`src/rtl/dma_rf_pkg.sv`:
```
package dma_rf_pkg;
  localparam int unsigned DATA_W      = 32;
  localparam int unsigned OFS_CMD     = 'h000;
  localparam int unsigned OFS_STAT    = 'h004;
  localparam int unsigned OFS_SCRATCH = 'h010;
  localparam int unsigned OFS_MSET    = 'h020;
  localparam int unsigned OFS_MCLR    = 'h024;
  localparam int unsigned EN_BIT      = 31;

  typedef enum logic [2:0] {
    SEL_NONE,
    SEL_CMD,
    SEL_STAT,
    SEL_SCR,
    SEL_MSET,
    SEL_MCLR,
    SEL_CHAN
  } sel_e;
endpackage

```
`src/rtl/dma_rf_decode.sv`:
```
module dma_rf_decode
  import dma_rf_pkg::*;
#(
  parameter int unsigned AW      = 13,
  parameter int unsigned NCH     = 16,
  parameter int unsigned WIN_B   = 32,
  parameter int unsigned CH_BASE = 'h1000
) (
  input  logic [AW-1:0]          addr,
  output sel_e                   sel,
  output logic [$clog2(NCH)-1:0] ch_idx,
  output logic [$clog2(WIN_B)-1:0] ch_offs
);
  localparam int unsigned IDX_W = $clog2(NCH);
  localparam int unsigned OFS_W = $clog2(WIN_B);
  localparam logic [AW-1:0] BASE_A = AW'(CH_BASE);
  localparam logic [AW-1:0] END_A  = AW'(CH_BASE + NCH * WIN_B);

  logic [AW-1:0] word_a;
  logic [AW-1:0] rel;

  assign word_a  = {addr[AW-1:2], 2'b00};
  assign rel     = addr - BASE_A;
  assign ch_idx  = rel[OFS_W +: IDX_W];
  assign ch_offs = rel[OFS_W-1:0];

  always_comb begin
    if (word_a >= BASE_A && word_a < END_A)  sel = SEL_CHAN;
    else if (word_a == AW'(OFS_CMD))         sel = SEL_CMD;
    else if (word_a == AW'(OFS_STAT))        sel = SEL_STAT;
    else if (word_a == AW'(OFS_SCRATCH))     sel = SEL_SCR;
    else if (word_a == AW'(OFS_MSET))        sel = SEL_MSET;
    else if (word_a == AW'(OFS_MCLR))        sel = SEL_MCLR;
    else                                     sel = SEL_NONE;
  end
endmodule

```
`src/rtl/dma_rf_globals.sv`:
```
module dma_rf_globals
  import dma_rf_pkg::*;
#(
  parameter int unsigned DW = 32
) (
  input  logic          clk,
  input  logic          rst,
  input  logic          wr,
  input  sel_e          sel,
  input  logic [DW-1:0] wdata,
  output logic          enable,
  output logic [DW-1:0] scratch,
  output logic [DW-1:0] mask
);
  always_ff @(posedge clk) begin
    if (rst) begin
      enable  <= 1'b0;
      scratch <= '0;
      mask    <= '0;
    end else if (wr) begin
      unique case (sel)
        SEL_CMD:  enable  <= wdata[EN_BIT];
        SEL_SCR:  scratch <= wdata;
        SEL_MSET: mask    <= mask | wdata;
        SEL_MCLR: mask    <= mask & ~wdata;
        default: ;
      endcase
    end
  end
endmodule

```
`src/rtl/dma_rf_pending.sv`:
```
module dma_rf_pending #(
  parameter int unsigned NCH = 16
) (
  input  logic           clk,
  input  logic           rst,
  input  logic [NCH-1:0] set_i,
  input  logic [NCH-1:0] clr_i,
  output logic [NCH-1:0] flags
);
  for (genvar n = 0; n < NCH; n++) begin : g_flag
    always_ff @(posedge clk) begin
      if (rst)           flags[n] <= 1'b0;
      else if (set_i[n]) flags[n] <= 1'b1;
      else if (clr_i[n]) flags[n] <= 1'b0;
    end
  end
endmodule

```
`src/rtl/dma_regfront.sv`:
```
module dma_regfront
  import dma_rf_pkg::*;
#(
  parameter int unsigned AW      = 13,
  parameter int unsigned DW      = 32,
  parameter int unsigned NCH     = 16,
  parameter int unsigned WIN_B   = 32,
  parameter int unsigned CH_BASE = 'h1000,
  localparam int unsigned IDX_W  = $clog2(NCH),
  localparam int unsigned OFS_W  = $clog2(WIN_B)
) (
  input  logic             clk,
  input  logic             rst,
  input  logic             req_wr,
  input  logic             req_rd,
  input  logic [AW-1:0]    req_addr,
  input  logic [DW-1:0]    req_wdata,
  output logic [DW-1:0]    rd_data,
  output logic             rd_valid,
  output logic             ch_wr,
  output logic             ch_rd,
  output logic [IDX_W-1:0] ch_idx,
  output logic [OFS_W-1:0] ch_offs,
  output logic [DW-1:0]    ch_wdata,
  input  logic [DW-1:0]    ch_rdata,
  input  logic [NCH-1:0]   done_set,
  input  logic [NCH-1:0]   done_clr,
  output logic             ctrl_enable,
  output logic [DW-1:0]    irq_mask,
  output logic [NCH-1:0]   pending
);
  sel_e          sel;
  logic [DW-1:0] scratch;
  logic [DW-1:0] rd_mux;

  dma_rf_decode #(
    .AW(AW), .NCH(NCH), .WIN_B(WIN_B), .CH_BASE(CH_BASE)
  ) u_decode (
    .addr(req_addr), .sel(sel), .ch_idx(ch_idx), .ch_offs(ch_offs)
  );

  dma_rf_globals #(.DW(DW)) u_globals (
    .clk(clk), .rst(rst), .wr(req_wr), .sel(sel), .wdata(req_wdata),
    .enable(ctrl_enable), .scratch(scratch), .mask(irq_mask)
  );

  dma_rf_pending #(.NCH(NCH)) u_pending (
    .clk(clk), .rst(rst), .set_i(done_set), .clr_i(done_clr), .flags(pending)
  );

  assign ch_wr    = req_wr && (sel == SEL_CHAN);
  assign ch_rd    = req_rd && (sel == SEL_CHAN);
  assign ch_wdata = req_wdata;

  always_comb begin
    rd_mux = '0;
    unique case (sel)
      SEL_CMD:            rd_mux[EN_BIT] = ctrl_enable;
      SEL_STAT:           rd_mux[NCH-1:0] = pending;
      SEL_SCR:            rd_mux = scratch;
      SEL_MSET, SEL_MCLR: rd_mux = irq_mask;
      SEL_CHAN:           rd_mux = ch_rdata;
      default:            rd_mux = '0;
    endcase
  end

  always_ff @(posedge clk) begin
    if (rst) begin
      rd_valid <= 1'b0;
      rd_data  <= '0;
    end else begin
      rd_valid <= req_rd;
      if (req_rd) rd_data <= rd_mux;
    end
  end
endmodule

```
`config.mk`:
```
export PLATFORM = sky130hd
export DESIGN_NAME = dma_regfront
export DESIGN_NICKNAME = d
export VERILOG_FILES = /design/src/rtl/dma_rf_pkg.sv /design/src/rtl/dma_rf_decode.sv /design/src/rtl/dma_rf_globals.sv /design/src/rtl/dma_rf_pending.sv /design/src/rtl/dma_regfront.sv
export SDC_FILE = /design/constraint.sdc
export NUM_CORES = 1
export LEC_CHECK = 0
export ABC_CLOCK_PERIOD_IN_PS = 2400
export CAP_MARGIN = 20
export CELL_PAD_IN_SITES_DETAIL_PLACEMENT = 0
export CELL_PAD_IN_SITES_GLOBAL_PLACEMENT = 1
export CORE_ASPECT_RATIO = 0.5
export CORE_MARGIN = 1
export CORE_UTILIZATION = 40
export CTS_CLUSTER_DIAMETER = 100
export DETAILED_ROUTE_END_ITERATION = 10
export DONT_BUFFER_PORTS = 1
export GPL_TIMING_DRIVEN = 0
export PLACE_DENSITY = 0.72
export SLEW_MARGIN = 10
export SYNTH_ARGS = -nofsm -noshare
export SYNTH_HDL_FRONTEND = slang
export SYNTH_SLANG_ARGS = --single-unit
```
`constraint.sdc`:
```
create_clock -name clk -period 2.4 [get_ports clk]
set_input_delay 0.12 -clock clk [delete_from_list [all_inputs] [get_ports clk]]
set_output_delay 0.12 -clock clk [all_outputs]
set_load 0.005 [all_outputs]
```
# Yosys cells after proc, flatten, opt, wreduce, memory -nomap -nowiden
# Index checks and enable logic that the tools add are counted.
# classes
eq_ne,10
bitwise,3
mux,42
add_sub_neg,1
n_reduce_logical,25
magnitude_cmp,2
# op_table
cell,n
16-bit one-hot mux with 4 select lines,1
32-bit one-hot mux with 2 select lines,1
15-bit one-hot mux with 3 select lines,1
2-bit nonzero test,17
32-bit bitwise AND,1
1-bit two-way mux,32
32-bit NOT,1
32-bit OR,1
11-bit by 4-bit equality test with 1-bit output (second input constant),2
3-bit two-way mux,6
13-bit greater-or-equal comparator (second input constant),1
13-bit zero test,1
13-bit < comparator (second input constant),1
11-bit by 1-bit equality test with 1-bit output (second input constant),1
11-bit by 3-bit equality test with 1-bit output (second input constant),1
3-bit equality test (second input constant),3
9-bit by 1-bit subtractor with 9-bit output (second input constant),1
3-bit by 2-bit equality test with 1-bit output (second input constant),2
2-bit AND reduction,3
1-bit one-hot mux with 4 select lines,1
3-bit by 1-bit equality test with 1-bit output (second input constant),1
1-bit logical AND,3
2-bit OR reduction,1
# word_totals
in_bits,113
ff_bits,114
out_inout_bits,125

# Longest topological paths before layout
# Gate-level depths: netlist of the first run.
# logic_depth
word_depth,10
depth_mapped,7
depth_no_buf,4

# By module
# A second synthesis of the first run with hierarchy kept.
# hier_totals
hier_cells,615
area_unflattened_um2,6124.6
# by_module_without_submodules
module,area_each_um2,seq_area_each_um2,n_inst,cells_each
dma_rf_globals,3054.2,1301.2,1,291
dma_regfront,2292.2,660.6,1,238
dma_rf_pending,629.4,320.3,1,66
dma_rf_decode,148.9,0.0,1,20

# Worst setup path before layout of the first run
# Ideal clock, no wire load.
# synth_timing
kind,input to register
startpoint,input req_addr[12]
endpoint,register u_globals.scratch[0]
stages,7
setup_slack_ps,523
arrival_time_ps,1750
setup_time_ps,128
cell_sequence,buf_6 -> or4_4 -> buf_6 -> nor4_4 -> buf_6 -> mux2i_1 -> nor2_1
# synth_via
elab_chain_cells,9
word_cells_on_any_way,16
cone_classes,order compare (2); eq/ne (5); mux (6); reduce/logical (3)
# synth_lines
element,line,rtl
from (decl),dma_regfront.sv:16,"input logic [AW-1:0] req_addr,"
11-bit by 4-bit equality test with 1-bit output,dma_rf_decode.sv:33,else if (word_a == AW'(OFS_MCLR)) sel = SEL_MCLR;
3-bit two-way mux,dma_rf_decode.sv:33,
3-bit two-way mux,dma_rf_decode.sv:32,else if (word_a == AW'(OFS_MSET)) sel = SEL_MSET;
3-bit two-way mux,dma_rf_decode.sv:31,else if (word_a == AW'(OFS_SCRATCH)) sel = SEL_SCR;
3-bit two-way mux,dma_rf_decode.sv:30,else if (word_a == AW'(OFS_STAT)) sel = SEL_STAT;
3-bit two-way mux,dma_rf_decode.sv:29,else if (word_a == AW'(OFS_CMD)) sel = SEL_CMD;
3-bit two-way mux *,dma_rf_decode.sv:28,if (word_a >= BASE_A && word_a < END_A) sel = SEL_CHAN;
3-bit by 2-bit equality test with 1-bit output *,dma_rf_globals.sv:21,unique case (sel)
2-bit AND reduction (no source line) *,n/a,
to (signal assigned),dma_rf_globals.sv:23,SEL_SCR: scratch <= wdata;
to (decl),dma_rf_globals.sv:12,"output logic [DW-1:0] scratch,"
# Mark *: on every way between the ends. The rest lies on a longest branch, timed or not.
# A chain may end at the register's enable or synchronous reset.

# Worst setup path in the final report of the first run
# layout_timing
startpoint,input req_addr[4]
endpoint,register rd_data[31]
# layout_via
elab_chain_cells,10
word_cells_on_any_way,21
cone_classes,order compare (2); eq/ne (9); mux (7); reduce/logical (3)
# layout_lines
element,line,rtl
11-bit by 4-bit equality test with 1-bit output,dma_rf_decode.sv:33,
3-bit two-way mux,dma_rf_decode.sv:33,
3-bit two-way mux,dma_rf_decode.sv:32,
3-bit two-way mux,dma_rf_decode.sv:31,
3-bit two-way mux,dma_rf_decode.sv:30,
3-bit two-way mux,dma_rf_decode.sv:29,
3-bit two-way mux *,dma_rf_decode.sv:28,
3-bit equality test,dma_regfront.sv:57,unique case (sel)
2-bit OR reduction,dma_regfront.sv:57,
1-bit one-hot mux with 4 select lines *,dma_regfront.sv:57,
to (signal assigned),dma_regfront.sv:73,if (req_rd) rd_data <= rd_mux;
to (decl),dma_regfront.sv:18,"output logic [DW-1:0] rd_data,"
# Marks and branches as above.

==> summary.txt, run 1 <==
Finish
  • ANT cells: 0
  • Layout Cells excl Fill: 918
  • Share of layout cells above drive strength 1: 0.127
  • Fillers: 1222
  • Most frequent cells in the layout: dfxtp_1, dlygate4sd3_1, a21oi_1
  • Layout area overhead: 30.3%
  • Design Area, Final: 7060 µm²
  • Most common cell after layout, fill and taps aside: dfxtp_1
  • Final net count: 848

Floorplan
  • Chip Height: 84.3 µm
  • Row Count: 29
  • Die X: 167 µm
  • Core area: 13000 µm²
  • Die area: 14000 µm²
  • I/O pin cnt: 238
  • Initial core utilization: 0.418

Pwr
  • Pint: 3.86 mW
  • Sw Ratio: 0.229
  • PD cells: 709 nW/µm²
  • Worst VDD drop: 0.402 mV
  • Clock power share: 0.537
  • Leakage: 2.42 nW
  • Register share of total power: 0.386
  • Sw power: 1.15 mW
  • Logic pwr share: 0.077

Worst setup path
  • CP Cell Sequence: clkbuf_1 > nand2b_1 > clkbuf_1 > clkbuf_1 > a211oi_1 > a21oi_1 > o32ai_1 > dlygate4sd3_1
  • Nature of the critical path endpoint: register
  • Most used cell, CP: clkbuf_1
  • R2R Setup Slk: 0.89 ns
  • CP max stage delay: 0.56 ns
  • Kind of critical path: input port to register
  • Reg2Reg Depth: 5
  • Slowest CP cell: dlygate4sd3_1
  • Crit path required time: 2.68 ns
  • R2R Path End: rd_data[31]$_SDFFE_PP0P_
  • WP depth: 8
  • Crit path DAT: 2.52 ns
  • Crit Path Max Fanout: 10
  • CP delay by family, top: buffers and inverters
  • Worst Path Buf+Inv: 4
  • Launch point of the worst reg-to-reg path: u_globals.enable$_SDFFE_PP0P_
  • Critical Path Start Type: input port

Drt
  • Vias: 5262
  • WL/cell: 20.2 µm
  • DR DRC count: 12
  • Antenna Nets Post-Route: 0
  • Initial DRC count: 363
  • DRT Wirelength: 18600 µm
  • DRT Pass-1 Iters: 8
  • Vias/cell: 5.73

Yosys
  • Synth Net Count: 749
  • Yosys reg bits: 114
  • Cell Area, Synth: 5420 µm²
  • Largest cells by area after synthesis: dfxtp_1, mux2i_1, buf_4, a311oi_1, a21oi_1
  • Most used DFF post-synth: dfxtp_1
  • Sequential fraction of the synthesis area: 0.421
  • Yosys top cell by area: dfxtp_1
  • Syn Area/Cell: 8.52 µm²
  • Synth Instances: 636
  • Synth top area share: 0.421
  • YS warnings: 0
  • Distinct cells, synth: 35
  • Post-synth EDFFs: 0
  • Async SR Flop Fraction: 0

Clocking
  • Clock sink count: 114
  • CTS tree: yes
  • Post-cts resize count: 0
  • H-Tree Depth: 4
  • Clock Tree Buf Depth: 2
  • Cts bufs inserted: 17
  • Worst-Skew Late Latency: 0.40 ns
  • Clock Tree Root: clkbuf_16
  • Clock-pin slew of the registers on the worst-case setup and hold paths: 0.05 ns

Hold path
  • Worst-case hold path end point: rd_data[11]$_SDFFE_PP0P_
  • Hold WC Path Type: input port to register
  • Hold Crit Depth: 2
  • Min-delay src: ch_rdata[11]

STA
  • Fmax: 447 MHz
  • Unrepaired setup endpoints after global routing: false
  • Fin. Hold Viols: 0
  • Final Max Slew Viols: 0
  • Final period utilization: 0.933
  • Worst Tran Pin Value: 0.765 ns
  • Skew final: 0.00804 ns
  • Final min period: 2.24 ns
  • Max_slew headroom: 0.486
  • Setup-failing EPs final: 0

GRT
  • First-pass GRT wire length: 28400 µm
  • GRT Residual Overflow: 0
  • Global-route usage over all layers: 0.262
  • Number of global-route vias before repair: 5010
  • Initial antenna violation count: 0
  • Largest net degree at the start of global routing: 17

Placement
  • GPL Wtd Cong: 0.781
  • DP Area: 5650 µm²
  • Post-detail-place hpwl: 12700 µm
  • I/O Buffers: 0
  • Placed insts: 807

Outcome
  • Failing checks: design-rule violations
  • Status: finished with violations

Job
  • Max-Cap Viols: 0
[how the worst max path moves through the flow]
| stage | start | endpoint |
|---|---|---|
| 5_1_grt | req_addr[4] | rd_data[31]$_SDFFE_PP0P_ |
| 4_1_cts | req_addr[4] | rd_data[31]$_SDFFE_PP0P_ |
| 2_1_floorplan | req_addr[12] | u_globals.scratch[0]$_SDFFE_PP0P_ |
| 3_3_place_gp | req_addr[4] | rd_data[22]$_SDFFE_PP0P_ |
| 3_5_place_dp | req_addr[4] | rd_data[28]$_SDFFE_PP0P_ |
| 6_report | req_addr[4] | rd_data[31]$_SDFFE_PP0P_ |
[stage by stage]
step           hold WS (ns)  total power [mW]  setup TNS (ns)  utilization  worst slack (ns)
6_report             0.0197              5.01               0        0.545             0.161
5_1_grt              0.0128              5.15               0        0.545            0.0217
4_1_cts             0.00554              5.04               0        0.545             0.168
3_5_place_dp          0.235              2.23           -2.29        0.436            -0.141
3_3_place_gp          0.231              2.23           -2.97        0.435            -0.141
2_1_floorplan         0.230              2.15               0            -             0.523
[power groups by stage]
stage	registers, mW	logic, mW	clock network (mW)
2_1_floorplan	1.97	0.186	0
3_3_place_gp	1.97	0.255	0
3_5_place_dp	1.97	0.256	0
4_1_cts	1.93	0.382	2.73
5_1_grt	1.93	0.416	2.80
6_report	1.93	0.386	2.69
[worst reg2reg max path: cells and delay by family (launching register included)]
family | cells | cell delay, ns
buffers and inverters | 1 | 0.57
AO/OA/AOI/OAI | 2 | 0.32
AND/OR/NAND/NOR | 1 | 0.09
multiplexers | 1 | 0.10
flip-flops | 1 | 0.37
[layer usage]
layer	global-route usage	part of all wire	up-vias	wire (µm)
met5	0	0	-	0
met4	0.0657	0.0064	0	118
met3	0.0674	0.080	12	1480
met2	0.443	0.48	228	8860
met1	0.336	0.44	2564	8130
li1	-	-	2458	-
[cells in the mapped netlist, types with 2 or more instances]
cell	n
mux2i_1	33
or4_1	2
inv_1	49
nand2_1	51
a22oi_1	30
a211oi_1	31
nor4_4	2
a221oi_1	16
nor2_1	50
dfxtp_1	114
nor3_2	2
o21ai_0	32
buf_2	9
buf_4	41
nor4_1	16
clkbuf_1	36
buf_6	5
a21oi_1	52
a311oi_1	32
buf_1	2
nand2b_1	16
o21ai_1	2
[cells by family after synthesis]
family / after synthesis / synth area share
flip-flops: 114 / 0.421
buffers and inverters: 143 / 0.136
multiplexers: 33 / 0.0609
AND/OR/NAND/NOR: 147 / 0.134
AO/OA/AOI/OAI: 199 / 0.248
[area by class of cell]
class | count | area [µm²] | share of cell area
clock inverters | 13 | 184 | 0.0260
inverters | 50 | 188 | 0.0266
multi-input cells | 379 | 2400 | 0.340
clock buffers | 19 | 443 | 0.0627
repair buffers | 80 | 798 | 0.113
flip-flops and latches | 114 | 2280 | 0.323
plain buffers | 93 | 552 | 0.0781
well taps | 170 | 213 | 0.0301
[timing repair]
item                      4_1_cts  5_1_grt
hold endpoints to repair      100        0
buffers inserted                0        0
hold buffers                   79        0
(Power assumes the default switching activity.)
==> run 2: changes to the inputs <==
CORE_UTILIZATION = 45   (was 40)
CTS_BUF_LIST = sky130_fd_sc_hd__clkbuf_16   (was default)
PLACE_DENSITY = 0.79   (was 0.72)
==> summary.txt, run 2 (same netlist as run 1, synthesis figures left out) <==
GRT
  • GR Util met2: 0.487 (+0.0436)
  • Global route hottest layer: met2
  • Global-route usage over all layers: 0.291 (+0.0289)
  • Grt met1 use: 0.375 (+0.0386)
  • Met3 Resource Use GR: 0.0727 (+0.00533)
  • GRT Residual Overflow: 0 (unchanged)
  • Number of global-route vias before repair: 4897 (-2.3%)
  • Initial antenna violation count: 0 (unchanged)
  • First-pass GRT wire length: 27100 µm (-4.6%)
  • Largest net degree at the start of global routing: 17 (unchanged)

Finish
  • Most frequent cells in the layout: dfxtp_1, dlygate4sd3_1, a21oi_1
  • Share of layout cells above drive strength 1: 0.123 (-0.00385)
  • Layout area overhead: 29.0%
  • ANT cells: 0 (unchanged)
  • Final net count: 848 (unchanged)
  • Design Area, Final: 6990 µm² (-1.0%)
  • Most common cell after layout, fill and taps aside: dfxtp_1

Floorplan
  • I/O pin cnt: 238 (unchanged)
  • Die area: 12500 µm² (-11%)
  • Row Count: 27 (-6.9%)
  • Chip Height: 79.6 µm (-5.6%)
  • Core area: 11400 µm² (-12%)
  • Die X: 157 µm (-5.7%)
  • Initial core utilization: 0.478 (+0.0591)

Worst setup path
  • Nature of the critical path endpoint: register
  • Crit Path Max Fanout: 10 (unchanged)
  • Crit path DAT: 2.52 ns (about the same)
  • Slowest CP cell: dlygate4sd3_1
  • Kind of critical path: input port to register
  • CP max stage delay: 0.58 ns (+0.02 ns)
  • Critical Path Start Type: input port
  • Crit path required time: 2.69 ns (about the same)
  • Most used cell, CP: clkbuf_1
  • R2R Setup Slk: 0.85 ns (-0.04 ns)
  • CP Cell Sequence: clkbuf_1 > nand2b_1 > clkbuf_1 > clkbuf_1 > a211oi_1 > a21oi_1 > o32ai_1 > dlygate4sd3_1

STA
  • Final Max Slew Viols: 0 (unchanged)
  • Max_slew headroom: 0.412 (-0.0749)
  • Final min period: 2.23 ns (-0.0129 ns)
  • Fin. Hold Viols: 0 (unchanged)
  • Skew final: 0.00632 ns (-0.00171 ns)
  • Setup-failing EPs final: 0 (unchanged)
  • Fmax: 449 MHz (+0.58%)
  • Worst setup margin: 0.174 ns (+0.0129 ns)
  • TNS Setup: 0 ns (unchanged)
  • Unrepaired setup endpoints after global routing: false
  • Final period utilization: 0.927 (-0.00536)
  • Worst Tran Pin Value: 0.880 ns (+0.116 ns)

Clocking
  • Worst-Skew Late Latency: 0.41 ns (about the same)
  • Clock sink count: 114 (unchanged)
  • CTS tree: yes
  • Clock Tree Root: clkbuf_16
  • Cts bufs inserted: 17 (unchanged)
  • H-Tree Depth: 4 (unchanged)
  • Clock-pin slew of the registers on the worst-case setup and hold paths: 0.05 ns (about the same)
  • Clock Tree Buf Depth: 2 (unchanged)
  • Post-CTS Setup Inserts: 0 (unchanged)

Job
  • Max-Cap Viols: 0 (unchanged)

Drt
  • WL/cell: 20.1 µm (-0.74%)
  • Initial DRC count: 404 (+11%)
  • Vias/cell: 5.78 (+0.86%)
  • Vias: 5238 (-0.46%)
  • DR DRC count: 0 (-12)
  • DRT Pass-1 Iters: 5 (-3)
  • Antenna Nets Post-Route: 0 (unchanged)
  • DRT Wirelength: 18200 µm (-2.0%)

Placement
  • I/O Buffers: 0 (unchanged)
  • DP Area: 5630 µm² (-0.38%)
  • GPL Wtd Cong: 0.778 (-0.40%)
  • Dpl ws: -0.0634 ns (+0.0776 ns)
  • Post-detail-place hpwl: 12300 µm (-3.3%)

Pwr
  • Worst VDD drop: 0.531 mV (+32%)
  • PD cells: 682 nW/µm² (-3.9%)
  • Leakage: 2.39 nW (-1.6%)

Hold path
  • Hold WC Path Type: input port to register

Outcome
  • Status: finished clean
## run 2: cell types whose count changed in the layout (fill, tap and decap cells not counted), sizes merged
cell         change
bufinv           -2
clkbuf           -2
clkinvlp         +2
buf              -1
clkinv           +1
dlygate4sd3      +1
## run 2: through the flow
step / total power, mW / std cells / utilization / hold WS (ns)
2_1_floorplan: 2.15 / 636 / - / 0.230
3_3_place_gp: 2.22 / 795 / 0.495 / 0.231
4_1_cts: 4.78 / 906 / 0.616 / 0.00827
3_5_place_dp: 2.23 / 795 / 0.496 / 0.235
6_report: 4.77 / 906 / 0.616 / 0.0186
5_1_grt: 4.91 / 906 / 0.616 / 0.0224
## run 2: routing by layer
layer | part of all wire | wire, µm
met4 | 0.0078 | 142
met1 | 0.45 | 8120
met2 | 0.47 | 8530
met5 | 0 | 0
met3 | 0.078 | 1420
## run 2: cell type report
| type | count | area (µm²) |
|---|---|---|
| plain buffers | 93 | 552 |
| flip-flops and latches | 114 | 2280 |
| multi-input cells | 379 | 2400 |
| clock inverters | 14 | 141 |
| clock buffers | 17 | 425 |
| fillers | 1032 | 4360 |
| well taps | 159 | 199 |
| inverters | 50 | 188 |
| repair buffers | 80 | 801 |
## run 2: power breakdown
group / switching [mW] / internal (mW)
combinational: 0.200 / 0.185
sequential: 0.0197 / 1.91
clock: 0.936 / 1.51
total: 1.16 / 3.61
## run 2: timing repair
| action | 4_1_cts | 5_1_grt |
|---|---|---|
| endpoints found under the hold margin | 101 | 0 |
| resized for setup | 0 | 0 |
| endpoints found under the setup margin | 0 | 0 |
| hold buffers | 80 | 0 |
## run 2: worst paths after layout
| path | start | to | cells after the start |
|---|---|---|---|
| max reg2reg | u_globals.enable$_SDFFE_PP0P_ | rd_data[31]$_SDFFE_PP0P_ | 5 |
| max | req_addr[4] | rd_data[31]$_SDFFE_PP0P_ | 8 |
| min reg2reg | u_globals.scratch[5]$_SDFFE_PP0P_ | rd_data[5]$_SDFFE_PP0P_ | 2 |
| min | ch_rdata[2] | rd_data[2]$_SDFFE_PP0P_ | 2 |
## run 2: worst max-delay path: cells and delay by family
| family | cells | cell delay [ns] |
|---|---|---|
| AND/OR/NAND/NOR | 1 | 0.15 |
| buffers and inverters | 4 | 1.85 |
| AO/OA/AOI/OAI | 3 | 0.39 |
==> run 3: changes to the inputs <==
--- a/config.mk
+++ b/config.mk
@@ -18,4 +18,5 @@
 export DONT_BUFFER_PORTS = 1
 export GPL_TIMING_DRIVEN = 0
+export MAX_ROUTING_LAYER = met4
 export PLACE_DENSITY = 0.79
 export SLEW_MARGIN = 10
==> constraint.sdc (replaced) <==
create_clock -name clk -period 2.4 [get_ports clk]
set_input_delay 0.48 -clock clk [delete_from_list [all_inputs] [get_ports clk]]
set_output_delay 0.48 -clock clk [all_outputs]
set_load 0.005 [all_outputs]
==> summary.txt, run 3 (same netlist as run 1, synthesis figures left out) <==
STA
  • Final period utilization: 0.918 (-0.00981)
  • Fmax: 454 MHz (+1.1%)
  • Worst Tran Pin Value: 0.894 ns (+0.0141 ns)
  • Final min period: 2.20 ns (-0.0235 ns)
  • Worst setup margin: 0.198 ns (+0.0235 ns)
  • Setup-failing EPs final: 0 (unchanged)
  • Max_slew headroom: 0.402 (-0.00941)
  • Final Max Slew Viols: 0 (unchanged)
  • Unrepaired setup endpoints after global routing: false
  • Hold WS: 0.169 ns (+0.150 ns)
  • Skew final: 0.00829 ns (+0.00196 ns)
  • Fin. Hold Viols: 0 (unchanged)

Job
  • Max-Cap Viols: 0 (unchanged)

GRT
  • Global-route usage over all layers: 0.284 (-0.00740)
  • First-pass GRT wire length: 25400 µm (-6.3%)
  • Initial antenna violation count: 0 (unchanged)
  • Number of global-route vias before repair: 4378 (-11%)
  • Largest net degree at the start of global routing: 17 (unchanged)
  • GRT Residual Overflow: 0 (unchanged)

Finish
  • ANT cells: 0 (unchanged)
  • Share of layout cells above drive strength 1: 0.142 (+0.0191)
  • Most frequent cells in the layout: dfxtp_1, a21oi_1, nand2_1
  • Layout area overhead: 14.5%
  • Design Area, Final: 6200 µm² (-11%)
  • Final net count: 769 (-9.3%)
  • Layout Cells excl Fill: 827 (-8.7%)
  • Most common cell after layout, fill and taps aside: dfxtp_1

Drt
  • Vias: 4858 (-7.3%)
  • Vias/cell: 5.87 (+1.6%)
  • Antenna Nets Post-Route: 0 (unchanged)
  • DR DRC count: 0 (unchanged)
  • WL/cell: 20.9 µm (+4.0%)
  • DRT Pass-1 Iters: 5 (unchanged)
  • Initial DRC count: 342 (-15%)
  • DRT Wirelength: 17300 µm (-5.1%)

Pwr
  • Worst VDD drop: 0.536 mV (+0.83%)
  • Pint: 3.52 mW (-2.5%)
  • Sw power: 1.10 mW (-4.7%)
  • Logic pwr share: 0.054 (-0.027)
  • PD cells: 745 nW/µm² (+9.3%)
  • Clock power share: 0.528 (+0.014)
  • Sw Ratio: 0.238 (-0.00405)
  • Post-route total power: 4.62 mW (-3.1%)
  • Leakage: 2.05 nW (-14%)
  • Register share of total power: 0.418 (+0.013)

Worst setup path
  • Most used cell, CP: buf_2
  • Crit path required time: 2.70 ns (about the same)
  • Crit Path Max Fanout: 10 (unchanged)
  • Nature of the critical path endpoint: register
  • Kind of critical path: input port to register
  • CP Cell Sequence: or4_1 > buf_2 > buf_2 > nor3_2 > buf_2 > a22oi_1 > a221oi_1
  • CP max stage delay: 0.54 ns (-0.04 ns)
  • Crit path DAT: 2.51 ns (about the same)
  • Critical Path Start Type: input port
  • Slowest CP cell: or4_1

Clocking
  • Worst-Skew Late Latency: 0.41 ns (about the same)
  • H-Tree Depth: 4 (unchanged)
  • Cts hold-fix bufs: 0 (-100%)
  • Clock-pin slew of the registers on the worst-case setup and hold paths: 0.06 ns (about the same)
  • Clock sink count: 114 (unchanged)
  • CTS tree: yes
  • Clock Tree Root: clkbuf_16
  • Cts bufs inserted: 17 (unchanged)
  • Clock Tree Buf Depth: 2 (unchanged)

Placement
  • Placed insts: 795 (unchanged)
  • Dpl ws: -0.423 ns (-0.360 ns)
  • I/O Buffers: 0 (unchanged)
  • GPL Wtd Cong: 0.789 (+1.4%)
  • Post-detail-place hpwl: 12300 µm (unchanged)
  • DP Area: 5630 µm² (unchanged)

Hold path
  • Hold WC Path Type: input port to register

Floorplan
  • Core area: 11400 µm² (unchanged)
  • Initial core utilization: 0.478 (unchanged)
  • Die X: 157 µm (unchanged)
  • I/O pin cnt: 238 (unchanged)
  • Die area: 12500 µm² (unchanged)
  • Row Count: 27 (unchanged)
  • Chip Height: 79.6 µm (unchanged)

Outcome
  • Status: finished clean
==> run 3: power by group through the flow <==
stage | Sequential, mW | Combinational (mW) | Clock, mW
after global routing | 1.93 | 0.276 | 2.57
after global placement | 1.97 | 0.251 | 0
after CTS | 1.93 | 0.254 | 2.47
after floorplan | 1.97 | 0.186 | 0
after detailed placement | 1.97 | 0.253 | 0
final | 1.93 | 0.251 | 2.44
==> run 3: stage by stage <==
step                      utilization  setup TNS [ns]
after floorplan                     -               0
after global placement          0.495          -23.47
after detailed placement        0.496          -21.80
after CTS                       0.546               0
after global routing            0.547               0
final                           0.547               0
==> run 3: cell type report <==
| class | instances | area [µm²] |
|---|---|---|
| multi-input combinational | 379 | 2400 |
| fill | 1100 | 5150 |
| timing repair buffer | 2 | 15.0 |
| clock inverter | 14 | 141 |
| inverter | 50 | 188 |
| buffer | 92 | 549 |
| clock buffer | 17 | 425 |
| tap | 159 | 199 |
| sequential | 114 | 2280 |
==> run 3: per-layer routing <==
metal  vias to the layer above  share of wire  track usage
li1                       2293              -            -
met1                      2336           0.45        0.367
met2                       211           0.46        0.442
met3                        18          0.083       0.0727
met4                         0         0.0083       0.0757
met5                         -              0            -
==> run 3: timing repair <==
item,in CTS,in global routing
pin swaps,0,1
gates cloned,0,0
setup endpoints to repair,1,40
hold endpoints to repair,0,0
gates resized for setup,1,1
setup buffers,0,2
==> run 3: final timing paths <==
kind / startpoint / to / slack, ns / depth (start not counted)
setup / recovery: req_addr[3] / rd_data[2]$_SDFFE_PP0P_ / 0.20 / 7
hold / removal: req_wdata[0] / register / 0.17 / 1
setup reg to reg: u_pending.flags[2]$_SDFFE_PP0P_ / rd_data[2]$_SDFFE_PP0P_ / 1.23 / 4
hold reg to reg: u_globals.scratch[5]$_SDFFE_PP0P_ / rd_data[5]$_SDFFE_PP0P_ / 0.48 / 2
==> run 3: critical path: cells and delay by family <==
| family | cells | cell delay [ns] |
|---|---|---|
| buffers and inverters | 3 | 0.74 |
| AND/OR/NAND/NOR | 2 | 0.83 |
| AO/OA/AOI/OAI | 2 | 0.46 |
